## config.mk

```make
export PLATFORM = sky130hd
export DESIGN_NAME = hostbus_capture
export DESIGN_NICKNAME = d
export VERILOG_FILES = /design/src/rtl/hostbus_capture_pkg.sv /design/src/rtl/hostbus_phi_sync.sv /design/src/rtl/hostbus_bus_hold.sv /design/src/rtl/hostbus_strobe_count.sv /design/src/rtl/hostbus_strobe_and.sv /design/src/rtl/hostbus_capture.sv
export SDC_FILE = /design/constraint.sdc
export NUM_CORES = 1
export LEC_CHECK = 0
export ABC_AREA = 1
export CORE_MARGIN = 1
export CORE_UTILIZATION = 43
export CTS_CLUSTER_DIAMETER = 40
export DETAILED_ROUTE_END_ITERATION = 10
export PLACE_DENSITY = 0.76
export SYNTH_ARGS = -nofsm -noshare
export SYNTH_HDL_FRONTEND = slang
export SYNTH_SLANG_ARGS = --single-unit
```

## constraint.sdc

```tcl
create_clock -name clk -period 1.4 [get_ports clk]
set_input_delay 0.21 -clock clk [delete_from_list [all_inputs] [get_ports clk]]
set_output_delay 0.21 -clock clk [all_outputs]
set_load 0.01 [all_outputs]
```

## src/rtl/hostbus_capture_pkg.sv

```systemverilog
package hostbus_capture_pkg;

    // Shape of the memory write strobe
    typedef enum logic {
        STB_COUNT = 1'b0,   // fixed counted width from the rise
        STB_AND   = 1'b1    // synchronized PHI2 gated by its delayed copy
    } stb_mode_e;

    // Synchronized view of the bus clock
    typedef struct packed {
        logic hi;    // PHI2 after two synchronizer stages
        logic rise;  // one-cycle flag on the first high sample
    } phase_t;

    // Smallest local cycle count covering a time span
    function automatic int ns_to_cycles(input int ns, input int mhz);
        return (ns * mhz + 999) / 1000;
    endfunction

    // Counter width able to hold the value n
    function automatic int cnt_bits(input int n);
        return (n < 2) ? 1 : $clog2(n + 1);
    endfunction

endpackage

```

## src/rtl/hostbus_phi_sync.sv

```systemverilog
module hostbus_phi_sync
    import hostbus_capture_pkg::*;
(
    input  logic   clk,
    input  logic   rst,
    input  logic   phi2_in,
    output phase_t ph
);

    logic meta_q;
    logic sync_q;
    logic prev_q;

    always_ff @(posedge clk) begin
        if (rst) begin
            meta_q <= 1'b0;
            sync_q <= 1'b0;
            prev_q <= 1'b0;
        end else begin
            meta_q <= phi2_in;
            sync_q <= meta_q;
            prev_q <= sync_q;
        end
    end

    always_comb begin
        ph.hi   = sync_q;
        ph.rise = sync_q & ~prev_q;
    end

endmodule

```

## src/rtl/hostbus_bus_hold.sv

```systemverilog
module hostbus_bus_hold
    import hostbus_capture_pkg::*;
#(
    parameter int ADDR_W  = 16,
    parameter int DATA_W  = 8,
    parameter int DATA_AT = 3
) (
    input  logic              clk,
    input  logic              rst,
    input  phase_t            ph,
    input  logic [ADDR_W-1:0] addr_in,
    input  logic [DATA_W-1:0] data_in,
    input  logic              rnw_in,
    input  logic              sel_in,
    output logic [ADDR_W-1:0] cap_addr,
    output logic [DATA_W-1:0] cap_data,
    output logic              cap_rnw,
    output logic              cap_sel,
    output logic              rd_enable
);

    localparam int PH_W = cnt_bits(DATA_AT + 1);

    typedef struct packed {
        logic [ADDR_W-1:0] addr;
        logic              rnw;
        logic              sel;
    } hdr_t;

    hdr_t              hdr_q;
    logic [DATA_W-1:0] data_q;
    logic [PH_W-1:0]   age_q;
    logic              oe_q;

    // Address, direction and select frozen at the detected rise
    always_ff @(posedge clk) begin
        if (rst) begin
            hdr_q <= '0;
        end else if (ph.rise) begin
            hdr_q <= '{addr: addr_in, rnw: rnw_in, sel: sel_in};
        end
    end

    // Age of the current high phase, saturating past the data sample point
    always_ff @(posedge clk) begin
        if (rst) begin
            age_q <= '0;
        end else if (ph.rise) begin
            age_q <= PH_W'(1);
        end else if (!ph.hi) begin
            age_q <= '0;
        end else if (age_q != '0 && age_q <= PH_W'(DATA_AT)) begin
            age_q <= age_q + PH_W'(1);
        end
    end

    // Write data frozen once, DATA_AT cycles into the high phase
    always_ff @(posedge clk) begin
        if (rst) begin
            data_q <= '0;
        end else if (ph.hi && age_q == PH_W'(DATA_AT)) begin
            data_q <= data_in;
        end
    end

    // Memory output enable for selected reads
    always_ff @(posedge clk) begin
        if (rst) begin
            oe_q <= 1'b0;
        end else if (ph.rise) begin
            oe_q <= sel_in & rnw_in;
        end else if (!ph.hi) begin
            oe_q <= 1'b0;
        end
    end

    assign cap_addr  = hdr_q.addr;
    assign cap_rnw   = hdr_q.rnw;
    assign cap_sel   = hdr_q.sel;
    assign cap_data  = data_q;
    assign rd_enable = oe_q;

endmodule

```

## src/rtl/hostbus_strobe_count.sv

```systemverilog
module hostbus_strobe_count
    import hostbus_capture_pkg::*;
#(
    parameter int WE_CYCLES = 10
) (
    input  logic   clk,
    input  logic   rst,
    input  phase_t ph,
    input  logic   wr_req,
    output logic   strobe
);

    localparam int REM_W = cnt_bits(WE_CYCLES);

    logic [REM_W-1:0] rem_q;
    logic             on_q;

    always_ff @(posedge clk) begin
        if (rst) begin
            on_q  <= 1'b0;
            rem_q <= '0;
        end else if (ph.rise) begin
            on_q  <= wr_req;
            rem_q <= REM_W'(WE_CYCLES - 1);
        end else if (!ph.hi) begin
            on_q  <= 1'b0;
        end else if (on_q) begin
            if (rem_q == '0) begin
                on_q <= 1'b0;
            end else begin
                rem_q <= rem_q - REM_W'(1);
            end
        end
    end

    assign strobe = on_q;

endmodule

```

## src/rtl/hostbus_strobe_and.sv

```systemverilog
module hostbus_strobe_and
    import hostbus_capture_pkg::*;
#(
    parameter int DLY_CYCLES = 3
) (
    input  logic   clk,
    input  logic   rst,
    input  phase_t ph,
    input  logic   wr_req,
    output logic   strobe
);

    logic [DLY_CYCLES-1:0] hist_q;
    logic                  armed_q;
    logic                  on_q;

    // Delayed copy of the synchronized PHI2
    always_ff @(posedge clk) begin
        if (rst) begin
            hist_q <= '0;
        end else begin
            hist_q[0] <= ph.hi;
            for (int i = 1; i < DLY_CYCLES; i++) begin
                hist_q[i] <= hist_q[i-1];
            end
        end
    end

    // Write decision taken at the rise, dropped in the low phase
    always_ff @(posedge clk) begin
        if (rst) begin
            armed_q <= 1'b0;
        end else if (ph.rise) begin
            armed_q <= wr_req;
        end else if (!ph.hi) begin
            armed_q <= 1'b0;
        end
    end

    always_ff @(posedge clk) begin
        if (rst) begin
            on_q <= 1'b0;
        end else begin
            on_q <= armed_q & ph.hi & hist_q[DLY_CYCLES-1];
        end
    end

    assign strobe = on_q;

endmodule

```

## src/rtl/hostbus_capture.sv

```systemverilog
module hostbus_capture
    import hostbus_capture_pkg::*;
#(
    parameter int        ADDR_W     = 16,
    parameter int        DATA_W     = 8,
    parameter int        CLK_MHZ    = 100,
    parameter int        WE_NS      = 100,
    parameter int        WE_CYCLES  = ns_to_cycles(WE_NS, CLK_MHZ),
    parameter int        DATA_AT    = 3,
    parameter int        DLY_CYCLES = 3,
    parameter stb_mode_e MODE       = STB_COUNT
) (
    input  logic              clk,
    input  logic              rst,
    input  logic              phi2_in,
    input  logic [ADDR_W-1:0] addr_in,
    input  logic [DATA_W-1:0] data_in,
    input  logic              rnw_in,
    input  logic              sel_in,
    output logic [ADDR_W-1:0] cap_addr,
    output logic [DATA_W-1:0] cap_data,
    output logic              cap_rnw,
    output logic              cap_sel,
    output logic              wr_strobe,
    output logic              rd_enable
);

    phase_t ph;
    logic   wr_req;

    assign wr_req = sel_in & ~rnw_in;

    hostbus_phi_sync u_sync (
        .clk     (clk),
        .rst     (rst),
        .phi2_in (phi2_in),
        .ph      (ph)
    );

    hostbus_bus_hold #(
        .ADDR_W  (ADDR_W),
        .DATA_W  (DATA_W),
        .DATA_AT (DATA_AT)
    ) u_hold (
        .clk       (clk),
        .rst       (rst),
        .ph        (ph),
        .addr_in   (addr_in),
        .data_in   (data_in),
        .rnw_in    (rnw_in),
        .sel_in    (sel_in),
        .cap_addr  (cap_addr),
        .cap_data  (cap_data),
        .cap_rnw   (cap_rnw),
        .cap_sel   (cap_sel),
        .rd_enable (rd_enable)
    );

    generate
        if (MODE == STB_AND) begin : g_and
            hostbus_strobe_and #(
                .DLY_CYCLES (DLY_CYCLES)
            ) u_stb (
                .clk    (clk),
                .rst    (rst),
                .ph     (ph),
                .wr_req (wr_req),
                .strobe (wr_strobe)
            );
        end else begin : g_count
            hostbus_strobe_count #(
                .WE_CYCLES (WE_CYCLES)
            ) u_stb (
                .clk    (clk),
                .rst    (rst),
                .ph     (ph),
                .wr_req (wr_req),
                .strobe (wr_strobe)
            );
        end
    endgenerate

endmodule

```

==> out/metrics.csv <==
metric,value,unit
viasPerCell,4.70,
crit_top_cell,nand2_1,
tns,0,ns
setup_viol,0,
start_util,47.0,%
postLayoutCellArea,0.00212,sq mm
fillers,308,
clock_skew,0.0127,ns
synth_adder_area_share,3.38,%
tritoncts,built,
syn_area,0.00148,sq mm
tightest_slew,0.302,ns
synthDistinctLibCells,19,
io_pins,57,
maxSlewViolCount,0,
worstPathArrival,1.51,ns
design.die.area,0.00368,sq mm
hold_buffers,0,
worstReg2RegStart,u_hold.age_q[0]$_SDFFE_PP0P_,
cp_slowest_cell,dfxtp_2,
synth_top_family_by_area,simple AND/OR/NAND/NOR gates,
layout-drive-gt1-share,9.64,%
critPathMaxFanout,4,
r2r_slack,0.15,ns
drt-initial-drc-count,25,
cts-buffers-inserted,5,
avgSynthCellArea,7.96,sq um
post-route-min-period,1.25,ns
cp-endpoint,u_hold.age_q[0]$_SDFFE_PP0P_,
antenna_cells,0,
rows,20,
path_clk_slew,0.11,ns
yosys.area.top_type,dfxtp_1,
crit_type,register to register,
seqCellArea,763,sq um
yosysMostFrequentCell,nor2_1,
hold_class,input pin to register,
synth_mux_area_share,0,%
syn_to_final_growth,43.1,%
r2r_cells,7,
startpoint_type,register,
grt_usage,20.3,%
ys_warn_count,0,
die_h,60.7,um
numPortBuffers,56,
p_per_area,919,mW/mm^2
finalCritPeriodShare,89.5,%
slowest_delay,0.34,ns
dpl_cell_area,0.00209,sq mm
max_slew_margin,79.8,%
post-cts-setup-buffers,0,
overflow,0,
hold_slack,0.390,ns
max_freq,0.798,GHz
drv_cap,0,
grt_pass1_vias,1291,
dp.final_hpwl,2440,um
drtAntennaViolNets,0,
crit_path_start,u_hold.age_q[0]$_SDFFE_PP0P_,
synth_compound_area_share,13.3,%
ys.flop_type,dfxtp_1,
endpoint_kind,register,
clockBufferDepth,2,
status,"complete, no violations",
drt-total-wl,3310,um
cts_max_level,2,
die_w,60.7,um
antenna_found_initial,0,
top_usage_layer,met2,
syn_nets,219,
yosys-top-cells-count,"nor2_1, dfxtp_1, o21ai_0",
grt_max_degree,28,
gp_congestion,0.850,
path_cells,ha_1 -> ha_1 -> inv_1 -> nand2_1 -> nand2_1 -> nand2_1 -> a31oi_1,
wl_per_cell,11.3,um
yosysSeqAreaShare,51.4,%
grtUsageMet1,23.6,%
vdd_drop_max,0.584,mV
required,1.65,ns
synth_edf_count,0,
grt.met2_usage,34.9,%
synth_xor_area_share,0,%
use_met3,8.32,%
route.vias.total,1377,
first_pass_iters,4,
rsz0062_at_grt,no,
synthCells,186,
synth-simple-area-share,23.6,%
core,0.00315,sq mm
layout.nets,281,
cts_sinks,38,
drc_errors,0,
clk-insertion-delay-late,0.33,ns
leakage,1.02,nW
synth_top_area_share,51.4,%
ys_ff_latch,38,
synthArstFlopShare,0,%
netlist_top_cells_area,"dfxtp_1, nor2_1, o21ai_0, nand2_1, inv_1",
final_hold_viol_count,0,
root_buffer,clkbuf_4,
multi_input_area,602,sq um
reg2reg_to,u_hold.age_q[0]$_SDFFE_PP0P_,
grt_pass1_wl,5520,um
==> layout by cell type (no fill, tap or decap) <==
master           Yosys  layout
clkdlybuf4s50_1      0      28
nand3_4              1       1
o21ai_2              1       1
clkbuf_4             0       5
nor2_2               1       1
clkbuf_8             0       1
nand4_1              1       1
dfxtp_2              0       2
clkinv_2             0       1
inv_1               14      14
a31oi_1              1       1
inv_2                5       5
nand3_2              0       1
ha_1                 4       4
o21ai_1              6       7
o21ai_0             22      21
dfxtp_1             38      36
nand3_1              9       8
nand2_1             17      17
clkbuf_1             0       1
buf_12               0       1
a21oi_1              6       6
buf_4                1       3
o22ai_2              1       1
dlygate4sd2_1        0      28
nor2_4               1       1
nor2_1              53      53
==> repair_timing <==
item,CTS,global route
pin swaps,0,0
gates cloned,0,0
gates resized for setup,28,4
setup endpoints to repair,28,3
==> power by group <==
group	switching [mW]	internal, mW	leakage (nW)
sequential	0.0168	1.11	0.310
clock	0.337	0.244	0.0353
combinational	0.104	0.130	0.671
==> cell type report <==
cell class                 instances  area share [%]
sequential                        38            36.0
clock inverter                     1           0.236
inverter                          19            3.36
clock buffer                       7            2.60
multi-input combinational        124            28.4
tap                               44            2.60
timing repair buffer              60            26.8
==> logic make-up after synthesis <==
logic type | count (synthesis)
compound gates | 37
buf+inv | 24
fa+ha+maj | 4
simple gates | 83
flops | 38
==> state kept, by name, indices dropped and copies added (netlist names) <==
register and flops:
u_hold.cap_addr 16, g_count.u_stb.rem_q 4, u_hold.rd_enable 1, u_sync.prev_q 1
g_count.u_stb.strobe 1, u_sync.sync_q 1, u_hold.age_q 3, u_hold.cap_sel 1
u_sync.meta_q 1, u_hold.cap_rnw 1, u_hold.cap_data 8
==> metrics by stage <==
| stage | setup WS (ns) | total power, mW | std cells | util [%] |
|---|---|---|---|---|
| 6_report | 0.147 | 1.95 | 293 | 67.2 |
| 5_1_grt | 0.0121 | 2.05 | 293 | 67.2 |
| 4_1_cts | 0.110 | 1.96 | 293 | 67.0 |
| 3_5_place_dp | 0.0438 | 1.41 | 285 | 66.2 |
| 3_3_place_gp | 0.110 | 1.40 | 285 | 66.2 |
| 2_1_floorplan | 0.191 | 1.25 | 186 | - |
==> per-layer routing <==
layer | vias to the layer above | wire length (um)
met5 | - | 0
met4 | 0 | 17
met3 | 2 | 210
met2 | 40 | 1680
met1 | 620 | 1400
li1 | 715 | -
==> worst max-delay path, delay by kind of cell (launching register included) <==
family,cells,cell delay [ns]
AO/OA/AOI/OAI,1,0.12
adder cells (fa/ha/maj),2,0.38
flip-flops,1,0.34
AND/OR/NAND/NOR,3,0.28
buffers and inverters,1,0.05
==> worst min path at each step <==
stage                              from                             endpoint  slack (ns)  cells past startpoint
2_1_floorplan                       rst  g_count.u_stb.rem_q[0]$_SDFFE_PP0P_        0.28                      1
3_3_place_gp   u_sync.meta_q$_SDFF_PP0_             u_sync.sync_q$_SDFF_PP0_        0.40                      2
3_5_place_dp   u_sync.meta_q$_SDFF_PP0_             u_sync.sync_q$_SDFF_PP0_        0.39                      2
4_1_cts                         phi2_in             u_sync.meta_q$_SDFF_PP0_        0.38                      3
5_1_grt                         phi2_in             u_sync.meta_q$_SDFF_PP0_        0.38                      3
6_report                        phi2_in             u_sync.meta_q$_SDFF_PP0_        0.39                      3
Power figures use the tool's default switching activity.
